--- src/rtl/ctim_pkg.sv ---
package ctim_pkg;
    localparam int BYTE_W = 8;
    localparam int CNT_W  = 2 * BYTE_W;
    localparam int ADDR_W = 3;
    localparam int MODE_W = 4;
    localparam int PS_SEL_W = 2;

    localparam logic [MODE_W-1:0] MODE_SPECIAL = 4'b1011;

    typedef enum logic [ADDR_W-1:0] {
        A_CTRL   = 3'd0,
        A_CNT_LO = 3'd1,
        A_CNT_HI = 3'd2,
        A_CMP_LO = 3'd3,
        A_CMP_HI = 3'd4,
        A_MODE   = 3'd5,
        A_FLAG   = 3'd6,
        A_IE     = 3'd7
    } reg_addr_e;

    typedef struct packed {
        logic [PS_SEL_W-1:0] prescale;
        logic                osc_en;
        logic                async_ext;
        logic                ext_src;
        logic                run;
    } ctrl_t;

    function automatic ctrl_t ctrl_from_byte(input logic [BYTE_W-1:0] b);
        return ctrl_t'(b[5:0]);
    endfunction

    function automatic logic [BYTE_W-1:0] ctrl_to_byte(input ctrl_t c);
        return {2'b00, c};
    endfunction
endpackage

--- src/rtl/ctim_edge_sync.sv ---
module ctim_edge_sync #(
    parameter int STAGES = 2
) (
    input  logic clk,
    input  logic rst,
    input  logic din,
    input  logic bypass,
    output logic rise
);
    logic [STAGES-1:0] chain;
    logic              prev;
    logic              sel;

    always_ff @(posedge clk) begin
        if (rst) begin
            chain <= '0;
        end else begin
            chain[0] <= din;
            for (int i = 1; i < STAGES; i++) begin
                chain[i] <= chain[i-1];
            end
        end
    end

    assign sel = bypass ? din : chain[STAGES-1];

    always_ff @(posedge clk) begin
        if (rst) prev <= 1'b0;
        else     prev <= sel;
    end

    assign rise = sel & ~prev;
endmodule

--- src/rtl/ctim_prescale.sv ---
module ctim_prescale #(
    parameter int SEL_W = 2
) (
    input  logic             clk,
    input  logic             rst,
    input  logic             clr,
    input  logic             evt,
    input  logic [SEL_W-1:0] sel,
    output logic             tick
);
    localparam int CW = (1 << SEL_W) - 1;

    logic [CW-1:0] pcnt;
    logic [CW-1:0] limit;
    logic          at_lim;

    always_comb limit = CW'((1 << sel) - 1);
    assign at_lim = (pcnt >= limit);
    assign tick   = evt && at_lim && !clr;

    always_ff @(posedge clk) begin
        if (rst || clr) begin
            pcnt <= '0;
        end else if (evt) begin
            if (at_lim) pcnt <= '0;
            else        pcnt <= pcnt + 1'b1;
        end
    end
endmodule

--- src/rtl/ctim_compare.sv ---
module ctim_compare
    import ctim_pkg::*;
#(
    parameter int W = CNT_W
) (
    input  logic              clk,
    input  logic              rst,
    input  logic [W-1:0]      cnt,
    input  logic [W-1:0]      cmp,
    input  logic [MODE_W-1:0] mode,
    input  logic              tick,
    input  logic              allow,
    output logic              trig,
    output logic              pulse
);
    assign trig = (mode == MODE_SPECIAL) && (cnt == cmp) && tick && allow;

    always_ff @(posedge clk) begin
        if (rst) pulse <= 1'b0;
        else     pulse <= trig;
    end
endmodule

--- src/rtl/cmp_timer16.sv ---
module cmp_timer16
    import ctim_pkg::*;
#(
    parameter int SYNC_STAGES = 2
) (
    input  logic              clk,
    input  logic              rst,
    input  logic              bus_we,
    input  logic [ADDR_W-1:0] bus_addr,
    input  logic [BYTE_W-1:0] bus_wdata,
    output logic [BYTE_W-1:0] bus_rdata,
    input  logic              ext_in,
    output logic              irq,
    output logic              adc_start
);
    reg_addr_e         addr;
    ctrl_t             ctrl_q;
    logic [CNT_W-1:0]  cnt_q;
    logic [CNT_W-1:0]  cmp_q;
    logic [MODE_W-1:0] mode_q;
    logic              ovf_flag_q;
    logic              ovf_ie_q;

    logic wr_ctrl, wr_lo, wr_hi, wr_cmp_lo, wr_cmp_hi, wr_mode, wr_flag, wr_ie;
    logic cnt_wr;
    logic ext_rise, count_evt, cnt_tick;
    logic trig_allow, spec_trig, wrap_set, timer_run;

    assign addr      = reg_addr_e'(bus_addr);
    assign wr_ctrl   = bus_we && (addr == A_CTRL);
    assign wr_lo     = bus_we && (addr == A_CNT_LO);
    assign wr_hi     = bus_we && (addr == A_CNT_HI);
    assign wr_cmp_lo = bus_we && (addr == A_CMP_LO);
    assign wr_cmp_hi = bus_we && (addr == A_CMP_HI);
    assign wr_mode   = bus_we && (addr == A_MODE);
    assign wr_flag   = bus_we && (addr == A_FLAG);
    assign wr_ie     = bus_we && (addr == A_IE);
    assign cnt_wr    = wr_lo || wr_hi;
    assign timer_run = ctrl_q.run;

    ctim_edge_sync #(.STAGES(SYNC_STAGES)) u_sync (
        .clk   (clk),
        .rst   (rst),
        .din   (ext_in),
        .bypass(ctrl_q.async_ext),
        .rise  (ext_rise)
    );

    assign count_evt = ctrl_q.run && (ctrl_q.ext_src ? ext_rise : 1'b1);

    ctim_prescale #(.SEL_W(PS_SEL_W)) u_ps (
        .clk (clk),
        .rst (rst),
        .clr (cnt_wr),
        .evt (count_evt),
        .sel (ctrl_q.prescale),
        .tick(cnt_tick)
    );

    assign trig_allow = !(ctrl_q.ext_src && ctrl_q.async_ext) && !cnt_wr;

    ctim_compare #(.W(CNT_W)) u_cmp (
        .clk  (clk),
        .rst  (rst),
        .cnt  (cnt_q),
        .cmp  (cmp_q),
        .mode (mode_q),
        .tick (cnt_tick),
        .allow(trig_allow),
        .trig (spec_trig),
        .pulse(adc_start)
    );

    // Counter keeps its value through reset.
    always_ff @(posedge clk) begin
        if (wr_lo)          cnt_q <= {cnt_q[CNT_W-1:BYTE_W], bus_wdata};
        else if (wr_hi)     cnt_q <= {bus_wdata, cnt_q[BYTE_W-1:0]};
        else if (spec_trig) cnt_q <= '0;
        else if (cnt_tick)  cnt_q <= cnt_q + 1'b1;
    end

    assign wrap_set = cnt_tick && (cnt_q == {CNT_W{1'b1}}) && !spec_trig && !cnt_wr;

    always_ff @(posedge clk) begin
        if (rst) begin
            ctrl_q     <= '0;
            cmp_q      <= '0;
            mode_q     <= '0;
            ovf_flag_q <= 1'b0;
            ovf_ie_q   <= 1'b0;
        end else begin
            if (wr_ctrl)   ctrl_q <= ctrl_from_byte(bus_wdata);
            if (wr_cmp_lo) cmp_q  <= {cmp_q[CNT_W-1:BYTE_W], bus_wdata};
            if (wr_cmp_hi) cmp_q  <= {bus_wdata, cmp_q[BYTE_W-1:0]};
            if (wr_mode)   mode_q <= bus_wdata[MODE_W-1:0];
            if (wr_ie)     ovf_ie_q <= bus_wdata[0];
            if (wrap_set)     ovf_flag_q <= 1'b1;
            else if (wr_flag) ovf_flag_q <= bus_wdata[0];
        end
    end

    assign irq = ovf_flag_q && ovf_ie_q;

    always_comb begin
        unique case (addr)
            A_CTRL:   bus_rdata = ctrl_to_byte(ctrl_q);
            A_CNT_LO: bus_rdata = cnt_q[BYTE_W-1:0];
            A_CNT_HI: bus_rdata = cnt_q[CNT_W-1:BYTE_W];
            A_CMP_LO: bus_rdata = cmp_q[BYTE_W-1:0];
            A_CMP_HI: bus_rdata = cmp_q[CNT_W-1:BYTE_W];
            A_MODE:   bus_rdata = {{(BYTE_W-MODE_W){1'b0}}, mode_q};
            A_FLAG:   bus_rdata = {{(BYTE_W-1){1'b0}}, ovf_flag_q};
            A_IE:     bus_rdata = {{(BYTE_W-1){1'b0}}, ovf_ie_q};
            default:  bus_rdata = '0;
        endcase
    end
endmodule

--- config.mk ---
export PLATFORM = sky130hd
export DESIGN_NAME = cmp_timer16
export DESIGN_NICKNAME = d
export VERILOG_FILES = /design/src/rtl/ctim_pkg.sv /design/src/rtl/ctim_edge_sync.sv /design/src/rtl/ctim_prescale.sv /design/src/rtl/ctim_compare.sv /design/src/rtl/cmp_timer16.sv
export SDC_FILE = /design/constraint.sdc
export NUM_CORES = 1
export LEC_CHECK = 0
export ABC_AREA = 1
export BUFFER_PORTS_ARGS = -buffer_cell sky130_fd_sc_hd__buf_2
export CAP_MARGIN = 20
export CELL_PAD_IN_SITES_DETAIL_PLACEMENT = 1
export CELL_PAD_IN_SITES_GLOBAL_PLACEMENT = 1
export CORE_MARGIN = 4
export CORE_UTILIZATION = 40
export CTS_BUF_LIST = sky130_fd_sc_hd__clkbuf_4
export DETAILED_ROUTE_END_ITERATION = 10
export PLACE_DENSITY = 0.75
export RECOVER_POWER = 50
export SETUP_SLACK_MARGIN = 0.5
export SYNTH_ARGS = -nofsm -noshare
export SYNTH_HDL_FRONTEND = slang
export SYNTH_SLANG_ARGS = --single-unit
--- constraint.sdc ---
create_clock -name clk -period 2.3 [get_ports clk]
set_input_delay 0.345 -clock clk [delete_from_list [all_inputs] [get_ports clk]]
set_output_delay 0.345 -clock clk [all_outputs]
set_load 0.03 [all_outputs]
==> results of run 1 <==
-- state kept, by name (all words and copies together), names as in the netlist --
name / flops
cnt_q: 16
timer_run: 1
ovf_ie_q: 1
cmp_q: 16
u_sync.prev: 1
u_ps.pcnt: 3
ovf_flag_q: 1
mode_q: 4
u_cmp.pulse: 1
ctrl_q: 5
u_sync.chain: 2
-- power by group through the flow --
stage / clock network (mW) / registers, mW / logic (mW)
floorplan: 0 / 1.00 / 0.176
global placement: 0 / 1.01 / 0.257
detailed placement: 0 / 1.01 / 0.264
CTS: 0.667 / 0.993 / 0.302
global route: 0.708 / 0.996 / 0.390
finish: 0.668 / 0.994 / 0.362
-- routing by layer --
metal  part of all wire, %  up-vias  global-route usage [%]  routed length [microns]
met5                     0        -                       0                        0
met3                   7.0       37                    4.22                      892
met4                   4.2        0                    9.95                      536
met2                    48      156                    42.2                     6100
met1                    41     1676                    34.4                     5290
li1                      -     1596                       -                        -
-- kinds of logic (layout without fill, tap and decap cells) --
family                     count (synthesis)  count (layout)  share of synthesized area (%)
and+or+nand+nor                          237             237                           32.8
buffers and inverters                     81             149                           10.6
AOI/OAI and AO/OA                         59              59                           13.0
DFF                                       51              51                           38.1
xor gates and xnor gates                  11              11                           3.11
adders and majority gates                  5               5                           2.02
muxes                                      1               1                          0.323
-- synth_stat cells --
| library cell | count | area (sq um) |
|---|---|---|
| sky130_fd_sc_hd__mux2i_1 | 1 | 10.0 |
| sky130_fd_sc_hd__inv_4 | 1 | 6.26 |
| sky130_fd_sc_hd__nor2_2 | 3 | 18.8 |
| sky130_fd_sc_hd__nand4_1 | 5 | 31.3 |
| sky130_fd_sc_hd__buf_6 | 1 | 11.3 |
| sky130_fd_sc_hd__nand2_1 | 129 | 484 |
| sky130_fd_sc_hd__nand4_4 | 1 | 21.3 |
| sky130_fd_sc_hd__ha_1 | 5 | 62.6 |
| sky130_fd_sc_hd__a211oi_1 | 22 | 165 |
| sky130_fd_sc_hd__a31o_2 | 1 | 8.76 |
| sky130_fd_sc_hd__o21ai_0 | 4 | 20.0 |
| sky130_fd_sc_hd__xor2_1 | 9 | 78.8 |
| sky130_fd_sc_hd__o211ai_1 | 3 | 22.5 |
| sky130_fd_sc_hd__a221oi_1 | 2 | 17.5 |
| sky130_fd_sc_hd__nor3_2 | 2 | 20.0 |
| sky130_fd_sc_hd__clkinv_1 | 1 | 3.75 |
| sky130_fd_sc_hd__nor2_1 | 47 | 176 |
| sky130_fd_sc_hd__buf_2 | 3 | 15.0 |
| sky130_fd_sc_hd__inv_1 | 60 | 225 |
| sky130_fd_sc_hd__clkbuf_1 | 6 | 22.5 |
| sky130_fd_sc_hd__edfxtp_1 | 16 | 480 |
| sky130_fd_sc_hd__nand3_1 | 38 | 190 |
| sky130_fd_sc_hd__buf_4 | 3 | 22.5 |
| sky130_fd_sc_hd__o22ai_1 | 6 | 37.5 |
| sky130_fd_sc_hd__o31ai_1 | 1 | 7.51 |
| sky130_fd_sc_hd__nand2_2 | 3 | 18.8 |
| sky130_fd_sc_hd__inv_2 | 6 | 22.5 |
| sky130_fd_sc_hd__xnor2_1 | 2 | 17.5 |
| sky130_fd_sc_hd__nor3_1 | 7 | 35.0 |
| sky130_fd_sc_hd__o221ai_1 | 2 | 17.5 |
| sky130_fd_sc_hd__nand2_4 | 2 | 22.5 |
| sky130_fd_sc_hd__a22oi_1 | 2 | 15.0 |
| sky130_fd_sc_hd__dfxtp_1 | 35 | 701 |
| sky130_fd_sc_hd__a21oi_1 | 13 | 65.1 |
| sky130_fd_sc_hd__o2111ai_1 | 3 | 26.3 |
-- path summary, 6_finish.rpt --
check	startpoint	to	slack, ns
worst max-delay path	ctrl_q[5]	cnt_q[7]	0.21
worst min register to register	u_sync.chain[0]	u_sync.chain[1]	0.42
worst min-delay path	ext_in	u_sync.chain[0]	0.19
worst max register to register	ctrl_q[5]	cnt_q[7]	0.21
-- repair_timing --
item / 4_1_cts / 5_1_grt
hold endpoints to repair: 0 / 0
resized for setup: 36 / 51
setup buffers: 23 / 17
endpoints found under the setup margin: 42 / 42
pin swaps: 6 / 13
cloned: 0 / 2
-- worst max-delay path: cells and delay by family, from the launching register on --
family	cells	cell delay, ns
fa+ha+maj	1	0.31
buf+inv	1	0.24
flops	1	0.42
simple gates	8	0.91
-- per-stage QoR --
| step | cell area [sq um] | utilization (%) | power [mW] | worst slack, ns | hold slack (ns) |
|---|---|---|---|---|---|
| 2_1_floorplan | 3100 | - | 1.18 | 0.569 | 0.388 |
| 3_3_place_gp | 3330 | 44.9 | 1.27 | 0.349 | 0.392 |
| 3_5_place_dp | 3330 | 44.9 | 1.28 | 0.328 | 0.400 |
| 4_1_cts | 3720 | 50.2 | 1.96 | 0.397 | 0.184 |
| 5_1_grt | 4070 | 55.0 | 2.09 | 0.110 | 0.194 |
| 6_report | 4070 | 55.0 | 2.02 | 0.208 | 0.188 |
-- cell type report --
| class | instances | area, sq um |
|---|---|---|
| clock buffer | 5 | 37.5 |
| inverter | 68 | 263 |
| sequential | 51 | 1180 |
| multi-input combinational | 313 | 1820 |
| timing repair buffer | 73 | 578 |
| clock inverter | 3 | 66.3 |
| fill | 944 | 3330 |
| tap | 99 | 124 |
==> impl_metrics.yaml, run 1 <==
timing:
  post-route-min-period_ns: 2.09
  fmax_mhz: 478
  fin_tns_setup_ns: 0
  worst-slew-pin-transition_ns: 1.22
  final_setup_violation_count: 0
  period_share_pct: 91.0
  grt_setup_unrepaired: "true"
  finalHoldViolCount: 0
  worst_slew_margin_rel_pct: 18.6
  clock-skew-final_ns: 0.00929
  final_max_slew_viol_count: 0
status:
  outcome: "complete, no violations"
finish:
  finish.cell_count_without_fillers: 612
  post_route_cells_drive_above_1_share_pct: 27.9
  num_antenna_cells: 0
  finish.net_count: 532
  layout_common_cells: "sky130_fd_sc_hd__nand2_1 (123), sky130_fd_sc_hd__inv_1 (54), sky130_fd_sc_hd__buf_4 (45)"
  flow.area_growth_from_synthesis_pct: 31.4
  layout_commonest_cell: "sky130_fd_sc_hd__nand2_1"
power:
  sw_frac_of_total_pct: 29.2
  static-leakage-power_nw: 1.85
  power.clock.fraction_pct: 33.0
  power.density_mw_per_mm2: 497
  seqPwrFrac_pct: 49.1
  p_comb_share_pct: 17.9
  p_int_mw: 1.43
  vdd_ir_drop_max_mv: 0.243
  power.switching_mw: 0.590
worst_hold_path:
  worstHoldPathCells: 3
  hold_class: "in2reg"
logic_synthesis:
  ys_types: 35
  post_synth_inst_count: 445
  synth_seq_cells: 51
  syn-mean-instance-area_sq_um: 6.97
  synth.net_count: 465
  yosysSeqAreaShare_pct: 38.1
  netlist_area_sq_mm: 0.00310
  synth-warning-count: 0
floorplan:
  placementRows: 31
  die_footprint_sq_mm: 0.00922
  num_io_pins: 25
  floorplan.die.width_microns: 96.0
  start_util_pct: 41.9
  area_inside_the_core_boundary_sq_mm: 0.00741
  die_y_microns: 96.0
cts:
  clk_pin_slew_worst_paths_ns: 0.16
  cts-buffers-inserted: 5
  cts_hold_repair.buffers: 0
  numClockSinks: 51
  clock_tree.buffer_depth: 2
  cts_tree: "yes"
  cts_max_level: 2
  cts.root.buffer_cell: "sky130_fd_sc_hd__clkbuf_4"
  clock_insertion_delay_worst_skew_ns: 0.39
worst_setup_path:
  crit_chain: "nand2_1 -> ha_4 -> nand3_1 -> nand3_2 -> nand3_4 -> nor2_4 -> nand4_4 -> clkbuf_16 -> nand3_2 -> nand2_1"
  maximum_single_stage_delay_on_the_critical_path_ns: 0.42
  critical_path.startpoint_type: "register"
  r2r_cells: 10
  cp.required_ns: 2.47
  critical-path-slowest-cell: "sky130_fd_sc_hd__dfxtp_1"
  data_arrival_time_at_the_worst_slack_endpoint_ns: 2.26
  endpoint_kind: "register"
  timing_worst_setup_path_type: "reg2reg"
  cp_max_fo: 8
flow_run:
  drv_cap: 0
place:
  estimated_wirelength_of_the_detail_placed_design_microns: 7910
  io_buffers: 24
  gp_congestion: 0.906
  post-place-cells: 562
route:
  drt-total-wl_microns: 12800
  post-route-drc-count: 0
  wl_per_cell_microns: 20.9
  drt_via_density: 5.66
  drt_pass1_iterations: 5
  num_vias: 3465
  detailedRoute.firstIterationViolations: 235
  count_of_nets_left_with_antenna_violations_after_detail_routing: 0
global_routing:
  grt.overflow.total: 0
  first_global_vias: 3359
  groute.usage.overall_pct: 26.0
  first_pass_grt_wire_length_microns: 17700
  grt_antenna_before_repair: 0
  grt_start_max_net_pins: 24
No activity file was read; power rests on OpenSTA's default activity.
==> inputs of run 2 (changes only) <==
- GPL_ROUTABILITY_DRIVEN: unset -> 0
- PLACE_DENSITY: 0.75 -> 0.78
- SKIP_LAST_GASP: unset -> 1
- clock period: 2.3 -> 1.9 ns (I/O delays scaled with it)
==> impl_metrics.yaml, run 2 (synthesized netlist as in run 1, its figures left out) <==
status:
  outcome: "finished with violations"
  violations: "setup timing"
cts:
  cts_tree: "yes"
  cts-buffers-inserted: 5
  clk_pin_slew_worst_paths_ns: 0.16
  cts.root.buffer_cell: "sky130_fd_sc_hd__clkbuf_4"
  clock_tree.buffer_depth: 2
  cts_max_level: 2
  cts_hold_repair.buffers: 0
  clock_insertion_delay_worst_skew_ns: 0.38
  numClockSinks: 51
finish:
  n_fill_cell: 954
  flow.area_growth_from_synthesis_pct: 34.8
  multi_input_area_sq_mm: 0.00193
  post_route_cells_drive_above_1_share_pct: 31.8
  finish.net_count: 535
  top_regs: "cmp_q (16), cnt_q (16), ctrl_q (5)"
  sequential_cell_area_sq_mm: 0.00119
  layout_commonest_cell: "sky130_fd_sc_hd__nand2_1"
  layout_common_cells: "sky130_fd_sc_hd__nand2_1 (122), sky130_fd_sc_hd__inv_1 (51), sky130_fd_sc_hd__buf_4 (43)"
  final_area_sq_mm: 0.00418
  num_antenna_cells: 0
  post-route-util_pct: 56.4
route:
  wl_per_cell_microns: 20.3
  drt_pass1_iterations: 6
  post-route-drc-count: 0
  detailedRoute.firstIterationViolations: 309
  drt_via_density: 5.71
  drt-total-wl_microns: 12500
  count_of_nets_left_with_antenna_violations_after_detail_routing: 0
  num_vias: 3513
global_routing:
  first_global_vias: 3625
  grt_start_max_net_pins: 26
  first_pass_grt_wire_length_microns: 18700
  groute.usage.overall_pct: 27.0
  grt.overflow.total: 0
  grt_antenna_before_repair: 0
worst_setup_path:
  timing_worst_setup_path_type: "reg2reg"
  critical-path-slowest-cell: "sky130_fd_sc_hd__edfxtp_1"
  reg2reg_setup_slack_ns: -0.11
  maximum_single_stage_delay_on_the_critical_path_ns: 0.52
  data_arrival_time_at_the_worst_slack_endpoint_ns: 2.17
  timing.rr.start: "cnt_q[2]"
  cp_common_cell: "sky130_fd_sc_hd__nand2_1"
  r2r_cells: 9
  cpLargestDelayFamily: "simple AND/OR/NAND/NOR gates"
  critical_path.startpoint_type: "register"
  cp_max_fo: 6
  endpoint_kind: "register"
  crit_chain: "nand2_1 -> nand2_1 -> nor2_1 -> nand2_1 -> nor2_4 -> nand4_4 -> clkbuf_16 -> nand3_1 -> nand2_1"
  endpoint_of_the_worst_slack_reg_to_reg_timing_path: "cnt_q[11]"
  worst-path-buf-inv: 1
  cp.required_ns: 2.06
power:
  power.density_mw_per_mm2: 529
  report.power.total_mw: 2.21
  vdd_ir_drop_max_mv: 0.269
  static-leakage-power_nw: 1.86
worst_hold_path:
  worstHoldPathCells: 3
  hold_class: "in2reg"
  hold_start: "ext_in"
  min_delay_worst_endpoint: "u_sync.chain[0]"
floorplan:
  area_inside_the_core_boundary_sq_mm: 0.00741
  num_io_pins: 25
  floorplan.die.width_microns: 96.0
  start_util_pct: 41.9
  placementRows: 31
  die_y_microns: 96.0
  die_footprint_sq_mm: 0.00922
timing:
  layout_setup_ws_ns: -0.114
  fmax_mhz: 497
  period_share_pct: 106
  final_max_slew_viol_count: 0
  grt_setup_unrepaired: "true"
  final_setup_violation_count: 16
  hold-worst-slack_ns: 0.115
  worst_slew_margin_rel_pct: 4.68
  clock-skew-final_ns: 0.00642
  finalHoldViolCount: 0
  post-route-min-period_ns: 2.01
  worst-slew-pin-transition_ns: 1.43
place:
  io_buffers: 24
  dpl-instance-area_sq_mm: 0.00348
  pre_cts_ws_ns: -0.0172
  estimated_wirelength_of_the_detail_placed_design_microns: 7970
flow_run:
  drv_cap: 0
==> run 2: changes by cell type in the layout (fill, tap and decap cells not counted), moves of 3 or more <==
cell / before / now
sky130_fd_sc_hd__a21oi_1: 10 / 7
sky130_fd_sc_hd__buf_6: 8 / 15
sky130_fd_sc_hd__inv_1: 54 / 51
sky130_fd_sc_hd__nand3_1: 21 / 24
sky130_fd_sc_hd__nand3_2: 15 / 12
sky130_fd_sc_hd__o22ai_1: 4 / 1
==> run 2: where the power goes <==
group / total (mW) / switching [mW] / leakage, nW / internal, mW
combinational: 0.464 / 0.295 / 1.40 / 0.169
clock: 0.547 / 0.388 / 0.0333 / 0.159
sequential: 1.20 / 0.0337 / 0.434 / 1.17
total: 2.21 / 0.717 / 1.86 / 1.49
==> run 2: layout make-up <==
class | count | share of cell area, %
repair buffers | 76 | 14.7
clock inverters | 2 | 0.299
flip-flops and latches | 51 | 28.5
well taps | 99 | 2.96
inverters | 68 | 6.35
clock buffers | 6 | 1.08
multi-input cells | 313 | 46.2
==> run 2: layer usage <==
metal	global-route usage [%]	wire, microns	vias up
li1	-	-	1595
met1	32.9	5050	1699
met2	45.7	6100	175
met3	5.63	884	44
met4	11.7	472	0
met5	0	0	-
==> run 2: worst register-to-register path: stages, from the launching register on <==
cell and delay [ns]:
sky130_fd_sc_hd__edfxtp_1 0.52, sky130_fd_sc_hd__nand2_1 0.16, sky130_fd_sc_hd__nand2_1 0.07, sky130_fd_sc_hd__nor2_1 0.21, sky130_fd_sc_hd__nand2_1 0.15, sky130_fd_sc_hd__nor2_4 0.19
sky130_fd_sc_hd__nand4_4 0.18, sky130_fd_sc_hd__clkbuf_16 0.21, sky130_fd_sc_hd__nand3_1 0.06, sky130_fd_sc_hd__nand2_1 0.06
==> run 2: how the worst max path moves through the flow <==
stage / to / start / cells past startpoint / slack (ns)
CTS: bus_rdata[3] / cnt_q[11] / 6 / 0.01
finish: cnt_q[11] / cnt_q[2] / 9 / -0.11
detailed placement: cnt_q[12] / cnt_q[2] / 8 / -0.02
floorplan: cnt_q[0] / ctrl_q[5] / 11 / 0.21
global route: cnt_q[11] / cnt_q[2] / 9 / -0.12
global placement: cnt_q[11] / cnt_q[2] / 8 / 0.04
==> run 2: repair_timing <==
action,4_1_cts,5_1_grt
endpoints found under the hold margin,0,0
setup endpoints to repair,42,46
pin swaps,8,23
buffers inserted,24,11
gates cloned,0,1
resized for setup,43,47
==> run 2: stage by stage <==
| step | std cells | setup TNS [ns] |
|---|---|---|
| detailed placement | 571 | -0.0619 |
| finish | 615 | -1.43 |
| floorplan | 445 | 0 |
| global route | 615 | -1.52 |
| CTS | 603 | 0 |
| global placement | 571 | 0 |
